**config.mk**
```make
export PLATFORM = sky130hd
export DESIGN_NAME = rng_ctrl
export DESIGN_NICKNAME = d
export VERILOG_FILES = /design/src/rtl/rng_ctrl_pkg.sv /design/src/rtl/rng_settle.sv /design/src/rtl/rng_sampler.sv /design/src/rtl/rng_ctrl.sv
export SDC_FILE = /design/constraint.sdc
export NUM_CORES = 1
export LEC_CHECK = 0
export BUFFER_PORTS_ARGS = -buffer_cell sky130_fd_sc_hd__buf_2
export CELL_PAD_IN_SITES_DETAIL_PLACEMENT = 1
export CELL_PAD_IN_SITES_GLOBAL_PLACEMENT = 1
export CORE_UTILIZATION = 38
export CTS_CLUSTER_SIZE = 16
export DETAILED_ROUTE_END_ITERATION = 16
export HOLD_SLACK_MARGIN = 0.15
export PLACE_DENSITY = 0.78
export SLEW_MARGIN = 30
export SYNTH_ARGS = -nofsm -noshare
export SYNTH_HDL_FRONTEND = slang
export SYNTH_HIERARCHICAL = 1
export SYNTH_SLANG_ARGS = --single-unit
```
**constraint.sdc**
```tcl
create_clock -name clk_i -period 9.2 [get_ports clk_i]
set_clock_uncertainty 0.1 [all_clocks]
set_input_delay 0.92 -clock clk_i [delete_from_list [all_inputs] [get_ports clk_i]]
set_output_delay 0.92 -clock clk_i [all_outputs]
set_load 0.1 [all_outputs]
```
**src/rtl/rng_ctrl_pkg.sv**
```systemverilog
`timescale 1ns/100ps
package rng_ctrl_pkg;
  localparam int BUS_W  = 32;
  localparam int WORD_W = 8;

  localparam logic [3:0] OFS_CTRL = 4'h0;
  localparam logic [3:0] OFS_DATA = 4'h4;
  localparam logic [3:0] OFS_RSVD = 4'h8;
  localparam logic [3:0] OFS_ACT  = 4'hC;

  localparam int CTL_EN    = 0;
  localparam int CTL_VALID = 1;
  localparam int CTL_CODE  = 2;
  localparam int CTL_IE    = 6;
  localparam int CTL_RDY   = 7;
  localparam int ACT_BIT   = 7;

  localparam logic [6:0] REV_ID = 7'h02;

  // upper bound of the clock range selected by a code, in MHz
  function automatic int unsigned range_top_mhz(input logic [3:0] code);
    case (code)
      4'd1:    return 80;
      4'd2:    return 60;
      4'd3:    return 50;
      4'd4:    return 40;
      4'd5:    return 30;
      4'd6:    return 25;
      4'd7:    return 20;
      4'd8:    return 15;
      4'd9:    return 12;
      4'd10:   return 9;
      4'd11:   return 7;
      4'd12:   return 6;
      4'd13:   return 5;
      default: return 100; // code 0 and reserved codes: slowest sampling
    endcase
  endfunction
endpackage

```
**src/rtl/rng_settle.sv**
```systemverilog
`timescale 1ns/100ps
module rng_settle #(
  parameter int SETTLE_CYC = 20
) (
  input  logic clk_i,
  input  logic rst_ni,
  input  logic act_i,
  output logic ready_o
);
  localparam int CNT_W = $clog2(SETTLE_CYC + 1);
  localparam logic [CNT_W-1:0] LAST = CNT_W'(SETTLE_CYC - 1);

  logic [CNT_W-1:0] cnt_q;
  logic             rdy_q;

  always_ff @(posedge clk_i or negedge rst_ni) begin
    if (!rst_ni) begin
      cnt_q <= '0;
      rdy_q <= 1'b0;
    end else if (!act_i) begin
      cnt_q <= '0;
      rdy_q <= 1'b0;
    end else if (!rdy_q) begin
      if (cnt_q == LAST) rdy_q <= 1'b1;
      else               cnt_q <= cnt_q + CNT_W'(1);
    end
  end

  // deactivation drops ready without waiting for the register
  assign ready_o = rdy_q & act_i;
endmodule

```
**src/rtl/rng_sampler.sv**
```systemverilog
`timescale 1ns/100ps
module rng_sampler #(
  parameter int DIV_W  = 8,
  parameter int WORD_W = 8
) (
  input  logic              clk_i,
  input  logic              rst_ni,
  input  logic              en_i,
  input  logic [DIV_W-1:0]  div_i,
  input  logic              bit_i,
  output logic              done_o,
  output logic [WORD_W-1:0] byte_o
);
  localparam int BC_W = $clog2(WORD_W);

  logic [DIV_W-1:0]  pc_q;
  logic [BC_W-1:0]   bc_q;
  logic [WORD_W-2:0] sh_q;
  logic              tick;

  assign tick = en_i && (pc_q == div_i - DIV_W'(1));

  always_ff @(posedge clk_i or negedge rst_ni) begin
    if (!rst_ni) begin
      pc_q <= '0;
      bc_q <= '0;
      sh_q <= '0;
    end else if (!en_i) begin
      pc_q <= '0;
      bc_q <= '0;
      sh_q <= '0;
    end else if (tick) begin
      pc_q <= '0;
      sh_q <= {sh_q[WORD_W-3:0], bit_i};
      bc_q <= (bc_q == BC_W'(WORD_W - 1)) ? '0 : bc_q + BC_W'(1);
    end else begin
      pc_q <= pc_q + DIV_W'(1);
    end
  end

  assign done_o = tick && (bc_q == BC_W'(WORD_W - 1));
  assign byte_o = {sh_q, bit_i};
endmodule

```
**src/rtl/rng_ctrl.sv**
```systemverilog
`timescale 1ns/100ps
module rng_ctrl
  import rng_ctrl_pkg::*;
#(
  parameter int          SETTLE_CYC   = 20,
  parameter int unsigned DIV_UNIT_MHZ = 5,
  parameter int          ADDR_W       = 4,
  parameter int          DIV_W        = 8
) (
  input  logic              clk_i,
  input  logic              rst_ni,
  input  logic [ADDR_W-1:0] addr_i,
  input  logic              wr_i,
  input  logic              rd_i,
  input  logic [BUS_W-1:0]  wdata_i,
  output logic [BUS_W-1:0]  rdata_o,
  input  logic              entropy_i,
  output logic              irq_o
);
  logic              act_q, en_q, ie_q, valid_q;
  logic [3:0]        code_q;
  logic [WORD_W-1:0] data_q;
  logic              ready;
  logic              byte_done;
  logic [WORD_W-1:0] byte_new;
  logic [DIV_W-1:0]  div_val;

  logic wr_ctrl, wr_act, rd_data;
  assign wr_ctrl = wr_i && (addr_i == ADDR_W'(OFS_CTRL));
  assign wr_act  = wr_i && (addr_i == ADDR_W'(OFS_ACT));
  assign rd_data = rd_i && (addr_i == ADDR_W'(OFS_DATA));

  logic unused_wbits;
  assign unused_wbits = ^{wdata_i[BUS_W-1:8], wdata_i[CTL_VALID]};

  always_comb begin
    int unsigned top;
    top     = range_top_mhz(code_q);
    div_val = DIV_W'((top + DIV_UNIT_MHZ - 1) / DIV_UNIT_MHZ);
    if (div_val == '0) div_val = DIV_W'(1);
  end

  rng_settle #(.SETTLE_CYC(SETTLE_CYC)) u_settle (
    .clk_i   (clk_i),
    .rst_ni  (rst_ni),
    .act_i   (act_q),
    .ready_o (ready)
  );

  rng_sampler #(.DIV_W(DIV_W), .WORD_W(WORD_W)) u_sampler (
    .clk_i  (clk_i),
    .rst_ni (rst_ni),
    .en_i   (en_q),
    .div_i  (div_val),
    .bit_i  (entropy_i),
    .done_o (byte_done),
    .byte_o (byte_new)
  );

  always_ff @(posedge clk_i or negedge rst_ni) begin
    if (!rst_ni) begin
      act_q   <= 1'b0;
      en_q    <= 1'b0;
      ie_q    <= 1'b0;
      code_q  <= '0;
      valid_q <= 1'b0;
      data_q  <= '0;
    end else begin
      if (wr_ctrl) begin
        ie_q <= wdata_i[CTL_IE];
        en_q <= wdata_i[CTL_EN] & act_q & ready;
        if (!en_q) code_q <= wdata_i[CTL_CODE +: 4];
      end
      if (wr_act) begin
        act_q <= wdata_i[ACT_BIT];
        if (!wdata_i[ACT_BIT]) en_q <= 1'b0;
      end
      // a byte lands only in a free slot; a read this cycle frees it
      if (byte_done && (!valid_q || rd_data)) begin
        data_q  <= byte_new;
        valid_q <= 1'b1;
      end else if (rd_data) begin
        valid_q <= 1'b0;
      end
    end
  end

  always_comb begin
    rdata_o = '0;
    unique case (addr_i)
      ADDR_W'(OFS_CTRL): rdata_o[7:0] = {ready, ie_q, code_q, valid_q, en_q};
      ADDR_W'(OFS_DATA): if (valid_q) rdata_o[WORD_W-1:0] = data_q;
      ADDR_W'(OFS_ACT):  rdata_o[7:0] = {act_q, REV_ID};
      default:           rdata_o = '0;
    endcase
  end

  assign irq_o = valid_q & ie_q;
endmodule

```
After elaboration in Yosys (flattened, before gate mapping)
Memories as Yosys holds them, arrays and structs flattened.
Cells that the tools add are included.
W data, S select, Z words.
Word-level totals
  bits in registers: 40
  memory bits (read-only): 112
  input bits: 41
  output and inout port bits: 33
  memories: 1
Memory list
  (no name shown): depth 16, bits a word 7, rd ports 1, clocked after Yosys merged registers in 0, wr ports 0, RTL line rng_ctrl_pkg.sv:22  | case (code)
Operators by class
  add/sub/neg operators: 6
  div/mod/pow operators: 1
  eq/ne operators: 8
  multiplexer cells: 21
  bitwise gates (word level): 5
  reduce and logical (&&, ||, !) cells: 13
Operator list (count)
  $add A32 B3 Y32 const B: 1
  $div A32 B3 Y32 const B: 1
  $mux W8: 4
  $sub A32 B1 Y32 const B: 1
  $pmux W8 S3: 1
  $mux W5: 3
  $mux W7: 2
  $mux W3: 3
  $add A8 B1 Y8 const B: 1
  $eq A8 B8 Y1: 1
  $logic_not A8 Y1: 1
  $mux W1: 8
  $sub A8 B1 Y8 const B: 1
  $logic_and A1 B1 Y1: 6
  $add A5 B1 Y5 const B: 1
  $eq A5 B5 Y1 const B: 1
  $and A1 B1 Y1: 4
  $eq A4 B3 Y1 const B: 1
  $eq A4 B4 Y1 const B: 1
  $logic_not A4 Y1: 1
  $ne A2 B2 Y1 const B: 2
  $reduce_and A2 Y1: 2
  $add A3 B1 Y3 const B: 1
  $eq A3 B3 Y1 const B: 1
  other kinds (5): 5

Logic depth before layout (Yosys ltp)
Gate-level depths: netlist of run 1.
An unclocked memory read counts as a cell.
  depth in word-level cells: 12
  depth in mapped cells: 33
  gate-level depth less buffers: 30

By module
The synthesis of run 1 kept the hierarchy.
By module, submodules not included
  rng_ctrl: instances 1, cells each 269, area an instance 2284.7 µm², seq. area each 400.4 µm²
  rng_sampler: instances 1, cells each 107, area an instance 1121.1 µm², seq. area each 450.4 µm²
  rng_settle: instances 1, cells each 25, area an instance 302.8 µm², seq. area each 150.1 µm²

Worst setup path after synthesis of run 1
Ideal clock, no wire load.
  path kind: register to register
  from: register code_q[1]
  to: register data_q[0]
  library setup time: 0.125 ns
  data arrival time: 6.953 ns
  required time: 8.975 ns
  setup slack: 2.022 ns
  stages on the path, launching flop included: 32
  buffers on the path: 3
  period minus slack after synthesis: 7.178 ns
  path through: dfrtp_1 -> buf_2 -> inv_1 -> ha_1 -> or3_4 -> a21oi_4 -> inv_2 -> buf_2 -> ha_1 -> nor4b_2 -> a2111oi_1 -> a211oi_2 -> a31oi_2 -> nand3_1 -> a21oi_2 -> a21oi_1 -> ha_1 -> a2111oi_4 -> nand3_1 -> xnor2_1 -> nand2_1 -> a22o_1 -> inv_1 -> ha_1 -> nor2b_1 -> o2111a_1 -> or4_1 -> a211oi_2 -> buf_6 -> and3_1 -> nand2_1 -> mux2_2
On the way
  word-level cells in the longest chain between the ends: 11
RTL lines
  start: declaration: RTL line rng_ctrl.sv:21  | logic [3:0] code_q;
  start signal: assignment: RTL line rng_ctrl.sv:72  | if (!en_q) code_q <= wdata_i[CTL_CODE +: 4];
  $mem_v2 Z16 W7 *
  $add A32 B3 Y32 *: RTL line rng_ctrl.sv:39  | div_val = DIV_W'((top + DIV_UNIT_MHZ - 1) / DIV_UNIT_MHZ);
  $sub A32 B1 Y32 *: RTL line rng_ctrl.sv:39
  $div A32 B3 Y32 *: RTL line rng_ctrl.sv:39
  $logic_not A8 Y1: RTL line rng_ctrl.sv:40  | if (div_val == '0) div_val = DIV_W'(1);
  $mux W8 *: RTL line rng_ctrl.sv:40
  named net div_val[1]: RTL line rng_ctrl.sv:26  | logic [DIV_W-1:0] div_val;
  $sub A8 B1 Y8 *: RTL line rng_sampler.sv:21  | assign tick = en_i && (pc_q == div_i - DIV_W'(1));
  $eq A8 B8 Y1 *: RTL line rng_sampler.sv:21
  $logic_and A1 B1 Y1 *: RTL line rng_sampler.sv:21
  $logic_and A1 B1 Y1 *: RTL line rng_sampler.sv:41  | assign done_o = tick && (bc_q == BC_W'(WORD_W - 1));
  named net byte_done: RTL line rng_ctrl.sv:24  | logic byte_done;
  $logic_and A1 B1 Y1 *: RTL line rng_ctrl.sv:79  | if (byte_done && (!valid_q || rd_data)) begin
  end signal: assignment: RTL line rng_ctrl.sv:80  | data_q <= byte_new;
  end: declaration: RTL line rng_ctrl.sv:22  | logic [WORD_W-1:0] data_q;
The timed path passes the listed nets; every way through them passes the cells marked *.
A chain may end at the register's enable or synchronous reset.

Worst setup path after layout of run 1
  from: register code_q[1]
  to: register data_q[3]
The elaborated chain is that of the path after synthesis.

==> results of run 1 <==
## area by class of cell
class | count | area share, %
Clock buffer | 6 | 1.83
Tap cell | 129 | 4.06
Clock inverter | 2 | 0.882
Multi-Input combinational cell | 340 | 62.9
Sequential cell | 40 | 25.2
Timing Repair Buffer | 27 | 3.65
Inverter | 16 | 1.51
## layer usage
layer	vias up	wire length, um	share of wire, %	GRT usage [%]
li1	1473	-	-	-
met1	1482	3770	44	22.3
met2	44	4400	51	34.1
met3	9	288	3.4	2.50
met4	0	125	1.5	5.24
met5	-	0	0	0
## registers in the layout (all words and copies together) (netlist names)
name            count
act_q               1
code_q              4
data_q              8
en_q                1
ie_q                1
u_sampler/bc_q      3
u_sampler/pc_q      8
u_sampler/sh_q      7
u_settle/cnt_q      5
u_settle/rdy_q      1
valid_q             1
## cell usage after synthesis (3+ instances only)
master    count  area share [%]
a211oi_1      7             1.4
a211oi_2      3             1.0
a21oi_1       8             1.1
a21oi_2       4            0.94
a22o_1        7             1.7
and2_1       10             1.7
and3_1        7             1.2
buf_2         3            0.40
buf_4        27             5.5
clkbuf_1      6            0.61
dfrtp_1      40              27
ha_1         18             6.1
inv_1        15             1.5
mux2_2       16             4.9
mux2i_1      13             3.5
nand2_1      34             3.4
nand2b_1      8             1.3
nand3_1      16             2.2
nand4b_1      3            0.71
nor2_1       13             1.3
nor2b_1       5            0.84
nor3_1        7            0.94
nor3b_1      12             2.4
nor4_1        4            0.67
o2111a_1      3            0.91
o211ai_1      5             1.0
o21a_1        4            0.81
o21ai_0      10             1.3
o21ai_1       5            0.67
o21ai_2       3            0.71
or2_2         4            0.67
xnor2_1      13             3.1
xor2_1        8             1.9
## through the flow
step	hold WS, ns	setup WS, ns	power (mW)
after global placement	0.388	1.22	1.07
final	0.412	0.928	1.25
after global routing	0.441	0.338	1.36
after floorplan	0.380	2.02	0.952
after detailed placement	0.401	0.975	1.10
after CTS	0.418	0.950	1.25
## worst max-delay path by stage
stage / start / to / depth (start not counted)
3_5_place_dp: code_q[1] / data_q[3] / 29
5_1_grt: code_q[1] / data_q[2] / 29
4_1_cts: code_q[1] / data_q[3] / 29
3_3_place_gp: code_q[1] / data_q[1] / 29
2_1_floorplan: code_q[1] / data_q[0] / 31
6_report: code_q[1] / data_q[3] / 29
## worst max-delay path: cells and delay by family (launching register included)
kind / cells / cell delay [ns]
adder cells (fa/ha/maj): 4 / 1.05
AO/OA/AOI/OAI: 10 / 2.74
flip-flops: 1 / 0.67
XOR/XNOR: 1 / 0.19
multiplexers: 1 / 0.36
AND/OR/NAND/NOR: 9 / 2.35
buffers and inverters: 4 / 0.69
## power groups by stage
stage          logic [mW]  clock network (mW)  registers, mW
6_report            0.898               0.141          0.209
5_1_grt             0.992               0.152          0.212
4_1_cts             0.896               0.145          0.209
3_5_place_dp        0.892                   0          0.212
3_3_place_gp        0.856                   0          0.211
2_1_floorplan       0.754                   0          0.198
## kinds of logic (layout without fill, tap and decap cells)
logic type,after synthesis,in the layout
and+or+nand+nor,144,144
AOI/OAI and AO/OA,92,92
buffers and inverters,55,51
DFF,40,40
muxes,30,30
xor gates and xnor gates,21,21
adders and majority gates,18,18
other,1,35
## cell usage in the layout, fill, tap and decap left out, types with 3 or more instances in the layout
cell,Yosys,final
a211oi_2,3,3
nand3_1,16,16
inv_1,15,15
o21ai_0,10,10
and2_1,10,10
a211oi_1,7,7
nor2b_1,5,5
o211ai_1,5,5
nand4b_1,3,3
conb_1,1,35
and3_1,7,7
o21a_1,4,4
buf_2,3,23
a21oi_2,4,4
o21ai_2,3,3
a21oi_1,8,8
or2_2,4,4
ha_1,18,18
clkbuf_8,0,5
xnor2_1,13,13
mux2_2,16,16
xor2_1,8,8
nor3b_1,12,12
a22o_1,7,7
o21ai_1,5,5
nor3_1,7,7
o2111a_1,3,3
buf_4,27,4
nand2b_1,8,8
nand2_1,34,34
nor2_1,13,13
dfrtp_1,40,40
nor4_1,4,4
mux2i_1,13,13
==> run metrics, run 1 <==
outcome finished clean; Seq pwr share 16.7%; Clock transition at path regs 0.08 ns; Max VDD drop 107 uV; final net count 489; final instance area 3970 um2; mux cell area share after synthesis 8.97%; drt pass-1 iters 4; Overall Global Routing Usage 18.5%; Post-Synth Simple-Gate Area 22.9%; unrepaired setup endpoints after global routing no; cell mode on critical path ha_1; cts bufs inserted 5; slowest library cell on the worst path dfrtp_1; # fillers 1095; Worst-Skew Late Latency 0.29 ns; largest family of logic cells by synthesized area simple AND/OR/NAND/NOR gates; worst slew pin tran 0.855 ns; top_reg_cell synth dfrtp_1; worst r2r path cells 29; Layout area overhead 7.12%; clock root cell clkbuf_8; via count 3008; die area 10200 um2; Placed Cells 552; Buffers on Ports 24; Slew HR 42.4%; DRC Markers 0; CTS sink count 40; Tcrit/Tclk final 89.9%; multi-input logic area 2500 um2; Post-CTS Setup Bufs 0; adder-cell area share of the yosys netlist 6.07%; FF/Latch Area 1000 um2; max-cap viol count 0; Setup crit end kind flop; largest net degree at the start of global routing 41; core area 9330 um2; ANT nets after route 0; Post-CTS Hold Buffers 0; Starting DRT DRC Count 75; crit path max fanout 17; WHS Path Cells 1; worst reg2reg path startpoint code_q[1]; first-pass GRT wire length 15100 um; Yosys reg bits 40; Tightest Hold Check Type reg -> reg; Ports 74; CP arrival 8.35 ns; initial antenna violation count 0; Cell Area, Synth 3710 um2; post_cts resized 0; Synth Area in Compound Gates 20.9%; final count of negative-setup-slack endpoints 0; combinational fraction of design power 72.0%; fin crit period 8.27 ns; Starting Density 39.8%; TritonCTS clock tree yes; non-filler cells, final 560; # diodes 0; clock power share 11.3%; PwrDens 314 nW/um2; chip height 101 um; worst hold endpoint data_q[0]; Post-synth EDFFs 0; Synth cell types 83; Routability Congestion 0.804; Post-synth ARST share 100%; final core occ 42.6%; LEAKAGE 1.75 nW; Die X 101 um; Final HPWL DP 6540 um; Hold Startpoint data_q[0]; Achievable Freq 0.121 GHz; synthesized area per cell 9.25 um2; drt total wl 8590 um; Final TNS setup 0 ns; crit start category flop; CP Data Required Time 9.28 ns; vias in the first global route 3173; total grt overflow 0; total internal power 0.596 mW; FF-to-FF End data_q[3]; final max-slew violation count 0; DP Area 3860 um2; Synth Area in XOR/XNOR 4.96%; Psw 0.653 mW; clock buffer depth 2; critical path's largest stage delay 0.67 ns; routed len/inst 15.3 um; number of cell rows 35; Vias/cell 5.37; WS Path Type reg -> reg; Synth Instances 401; switch share 52.3%; Syn. warnings 6; Seq/Total Area, Yosys 27.0%; share of cells above drive strength 1 20.0%; R2R Setup Slk 0.93 ns; final hold vios 0; H-tree depth 2
Power figures use the tool's default switching activity.
==> run 2: changes to the inputs <==
Settings changed: MAX_ROUTING_LAYER set to met4.
==> run 2 against run 1 <==
  * Count of clock-buffer cells in the layout stayed put
  * Critical path depth did not move
  * Routed wire length grew 0.26%
  * Worst hold slack about the same
  * Maximum frequency shrank 0.27%
  * Sequential power about the same
  * Global-route usage is 0.53 points higher
==> run metrics, run 2 (synthesis gave the netlist of run 1 again) <==
Psw 0.653 mW; Achievable Freq 0.121 GHz; critical path's largest stage delay 0.66 ns; number of cell rows 35; Clock transition at path regs 0.08 ns; share of cells above drive strength 1 20.0%; Top Family by Delay on Critical Path compound AO/OA/AOI/OAI gates; Tightest Hold Check Type reg -> reg; post_cts resized 0; switch share 52.3%; final count of negative-setup-slack endpoints 0; clock power share 11.3%; metal2 WL 4420 um; first-pass GRT wire length 15100 um; Post-CTS Setup Bufs 0; Die X 101 um; drt pass-1 iters 4; clock root cell clkbuf_8; total grt overflow 0; largest net degree at the start of global routing 41; combinational fraction of design power 72.0%; Layout area overhead 7.12%; core area 9330 um2; Seq pwr share 16.7%; Final TNS setup 0 ns; PwrDens 314 nW/um2; routed len/inst 15.4 um; cts bufs inserted 5; crit start category flop; # diodes 0; ANT nets after route 0; Buffers on Ports 24; drt total wl 8610 um; DRC Markers 0; worst slew pin tran 0.852 ns; Routability Congestion 0.816; Worst-Skew Late Latency 0.29 ns; Setup crit end kind flop; slowest library cell on the worst path dfrtp_1; R2R Setup Slk 0.91 ns; Placed Cells 552; Max VDD drop 107 uV; clock buffer depth 2; hold slack 0.412 ns; final max-slew violation count 0; fin crit period 8.29 ns; CP Buf/Inv Count 4; top sig layer met4; met3 WL post-DR 237 um; final hold vios 0; CP arrival 8.38 ns; non-filler cells, final 560; Starting DRT DRC Count 69; cell mode on critical path ha_1; most frequent cells in the layout dfrtp_1 (40), conb_1 (35), nand2_1 (34), buf_2 (23), ha_1 (18); Final Total Pwr 1.25 mW; die area 10200 um2; Starting Density 39.8%; Ports 74; LEAKAGE 1.75 nW; TritonCTS clock tree yes; WS Path Type reg -> reg; Slew HR 42.6%; unrepaired setup endpoints after global routing no; most common cell after layout, fill and taps aside dfrtp_1; total internal power 0.596 mW; Post-CTS Hold Buffers 0; CTS sink count 40; WL met1 3830 um; H-tree depth 2; crit path max fanout 17; CP Data Required Time 9.28 ns; vias in the first global route 3178; Vias/cell 5.42; Regs by FF count data_q (8), u_sampler/pc_q (8), u_sampler/sh_q (7); DP Worst Slack 0.975 ns; Overall Global Routing Usage 19.0%; initial antenna violation count 0; max-cap viol count 0; outcome finished clean; Final HPWL DP 6540 um; chip height 101 um; Tcrit/Tclk final 90.2%; final worst slack 0.905 ns; via count 3035; final net count 489
## run 2: cell counts in the layout (fill, tap and decap cells not counted)
Identical to the previous run, type by type.
## run 2: through the flow
stage	utilization [%]	cell area, um2
finish	42.6	3970
global placement	41.4	3860
global route	42.6	3970
detailed placement	41.4	3860
CTS	42.6	3970
floorplan	-	3840
## run 2: path summary, 6_finish.rpt
kind                           start              to  cells after the start
setup / recovery           code_q[1]       data_q[3]                     29
hold / removal             data_q[0]       data_q[0]                      1
setup reg to reg           code_q[1]       data_q[3]                     29
hold reg to reg            data_q[0]       data_q[0]                      1
max in group asynchronous     rst_ni  u_settle/rdy_q                      1
min in group asynchronous     rst_ni       data_q[1]                      1
## run 2: final cells by class
class	count	area (um2)
multi-input cells	340	2500
clock buffers	6	72.6
fillers	1095	5360
flip-flops and latches	40	1000
inverters	16	60.1
well taps	129	161
repair buffers	27	145
clock inverters	2	35.0
## run 2: power by group through the flow
stage                     logic [mW]  clock network [mW]  registers, mW
after floorplan                0.754                   0          0.198
after global placement         0.856                   0          0.211
after detailed placement       0.892                   0          0.212
after CTS                      0.896               0.145          0.209
after global routing           0.991               0.152          0.212
final                          0.899               0.142          0.209
## run 2: metal layers
layer / up-vias / GRT usage (%)
met2: 49 / 34.2
met4: 0 / 5.24
li1: 1473 / -
met1: 1503 / 22.4
met5: - / -
met3: 10 / 2.15
==> run 3: changes to the inputs <==
Settings changed: PLACE_DENSITY 0.78 to not set, PLACE_DENSITY_LB_ADDON set to 0.1, REMOVE_ABC_BUFFERS set to 1.
==> run 3 against run 2 <==
  * Clock power rose by 18%
  * Combinational power decreased by 1%
  * Worst hold slack lost 0.0024 ns
  * Sequential cell count did not move
  * First-iteration DRC count grew 4.3%
  * Cell area rose by 0.72%
  * Sequential share of layout area decreased by 0.18 points
  * Non-clock buffer count rose by 1
  * Worst setup slack improved by 0.37 ns
  * Power rose by 1.2%
  * Die area is the same
  * Critical path type unchanged
  * Largest cell class unchanged
==> run metrics, run 3 (synthesis gave the netlist of run 1 again) <==
crit start category flop; most common cell after layout, fill and taps aside dfrtp_1; CP arrival 8.00 ns; PwrDens 316 nW/um2; Post-CTS Setup Bufs 0; met3 WL post-DR 296 um; stages on the worst setup path 28; WS Path Type reg -> reg; Clock transition at path regs 0.08 ns; final net count 490; Regs by FF count data_q (8), u_sampler/pc_q (8), u_sampler/sh_q (7); vias in the first global route 3107; R2R Setup Slk 1.28 ns; clock root cell clkbuf_8; chip height 101 um; TritonCTS clock tree yes; fin crit period 7.92 ns; largest net degree at the start of global routing 41; Tcrit/Tclk final 86.1%; initial antenna violation count 0; # diodes 0; max-cap viol count 0; Worst-Skew Late Latency 0.29 ns; via count 2974; hold slack 0.409 ns; Tightest Hold Check Type reg -> reg; worst hold endpoint data_q[1]; core area 9330 um2; first-pass GRT wire length 15100 um; number of cell rows 35; unrepaired setup endpoints after global routing no; outcome finished clean; final count of negative-setup-slack endpoints 0; Achievable Freq 0.126 GHz; metal2 WL 4090 um; Layout area overhead 7.89%; critical path's largest stage delay 0.70 ns; share of cells above drive strength 1 20.2%; Routability Congestion 0.769; Overall Global Routing Usage 19.1%; Max VDD drop 116 uV; Top Family by Delay on Critical Path compound AO/OA/AOI/OAI gates; post_cts resized 0; WHS Path Cells 1; worst slew pin tran 0.932 ns; FF-to-FF End data_q[0]; cell mode on critical path ha_1; CTS sink count 40; Buffers on Ports 24; # fillers 1127; Slew HR 37.2%; Post-CTS Hold Buffers 0; H-tree depth 2; Final TNS setup 0 ns; final max-slew violation count 0; LEAKAGE 1.77 nW; worst reg2reg path startpoint code_q[1]; Final HPWL DP 6450 um; worst r2r path cells 28; Setup crit end kind flop; drt total wl 8600 um; total grt overflow 0; Hold Startpoint u_sampler/sh_q[0]; slowest library cell on the worst path dfrtp_1; DRC Markers 0; final hold vios 0; CP Buf/Inv Count 3; Starting Density 39.8%; Vias/cell 5.31; drt pass-1 iters 4; WL met1 4110 um; clock buffer depth 2; die area 10200 um2; ANT nets after route 0; Die X 101 um; multi-input logic area 2500 um2; Starting DRT DRC Count 72; top sig layer met4; FF/Latch Area 1000 um2; most frequent cells in the layout dfrtp_1 (40), conb_1 (35), nand2_1 (34), buf_2 (23), ha_1 (18); Ports 74; crit path max fanout 16; routed len/inst 15.4 um; cts bufs inserted 5; CP Data Required Time 9.27 ns
## run 3: cell count changes in the layout (fill, tap and decap cells not counted)
cell / delta
buf_4: +1
bufinv_16: +1
clkbuf_1: -1
clkinv_2: -1
## run 3: metrics by stage
stage	util [%]	setup slack (ns)	power, mW	cells	cell area (um2)
after global placement	41.5	1.31	1.09	553	3870
after floorplan	-	1.26	0.919	396	3560
after detailed placement	41.5	1.23	1.10	553	3870
after global routing	42.9	0.593	1.38	560	4000
final	42.9	1.28	1.26	560	4000
after CTS	42.9	1.19	1.27	560	4000
## run 3: per-layer routing
metal	up-vias	GRT usage (%)
met1	1429	23.7
met3	10	2.64
li1	1473	-
met2	62	32.7
met5	-	-
met4	0	5.13
## run 3: how the worst max path moves through the flow
stage	slack, ns	from	end
floorplan	1.26	code_q[1]	data_q[0]
global placement	1.31	code_q[1]	data_q[6]
detailed placement	1.23	code_q[1]	data_q[0]
CTS	1.19	code_q[1]	data_q[2]
global route	0.59	code_q[0]	data_q[6]
finish	1.28	code_q[1]	data_q[0]
## run 3: worst reg2reg max path: cells and delay by family, from the launching register on
family / cells / cell delay, ns
fa+ha+maj: 4 / 1.04
buf+inv: 3 / 0.41
mux: 1 / 0.36
xor+xnor: 1 / 0.19
flops: 1 / 0.70
simple gates: 9 / 2.36
compound gates: 10 / 2.67
## run 3: layout make-up
class	count	area share (%)
multi-input combinational	340	62.4
sequential	40	25.0
tap	129	4.03
timing repair buffer	28	3.81
clock buffer	5	1.72
clock inverter	2	1.50
inverter	16	1.50
## run 3: power breakdown
group | leakage [nW] | switching [mW] | internal [mW]
Sequential | 0.547 | 0.0244 | 0.184
Clock | 0.0642 | 0.0607 | 0.107
Combinational | 1.16 | 0.557 | 0.330
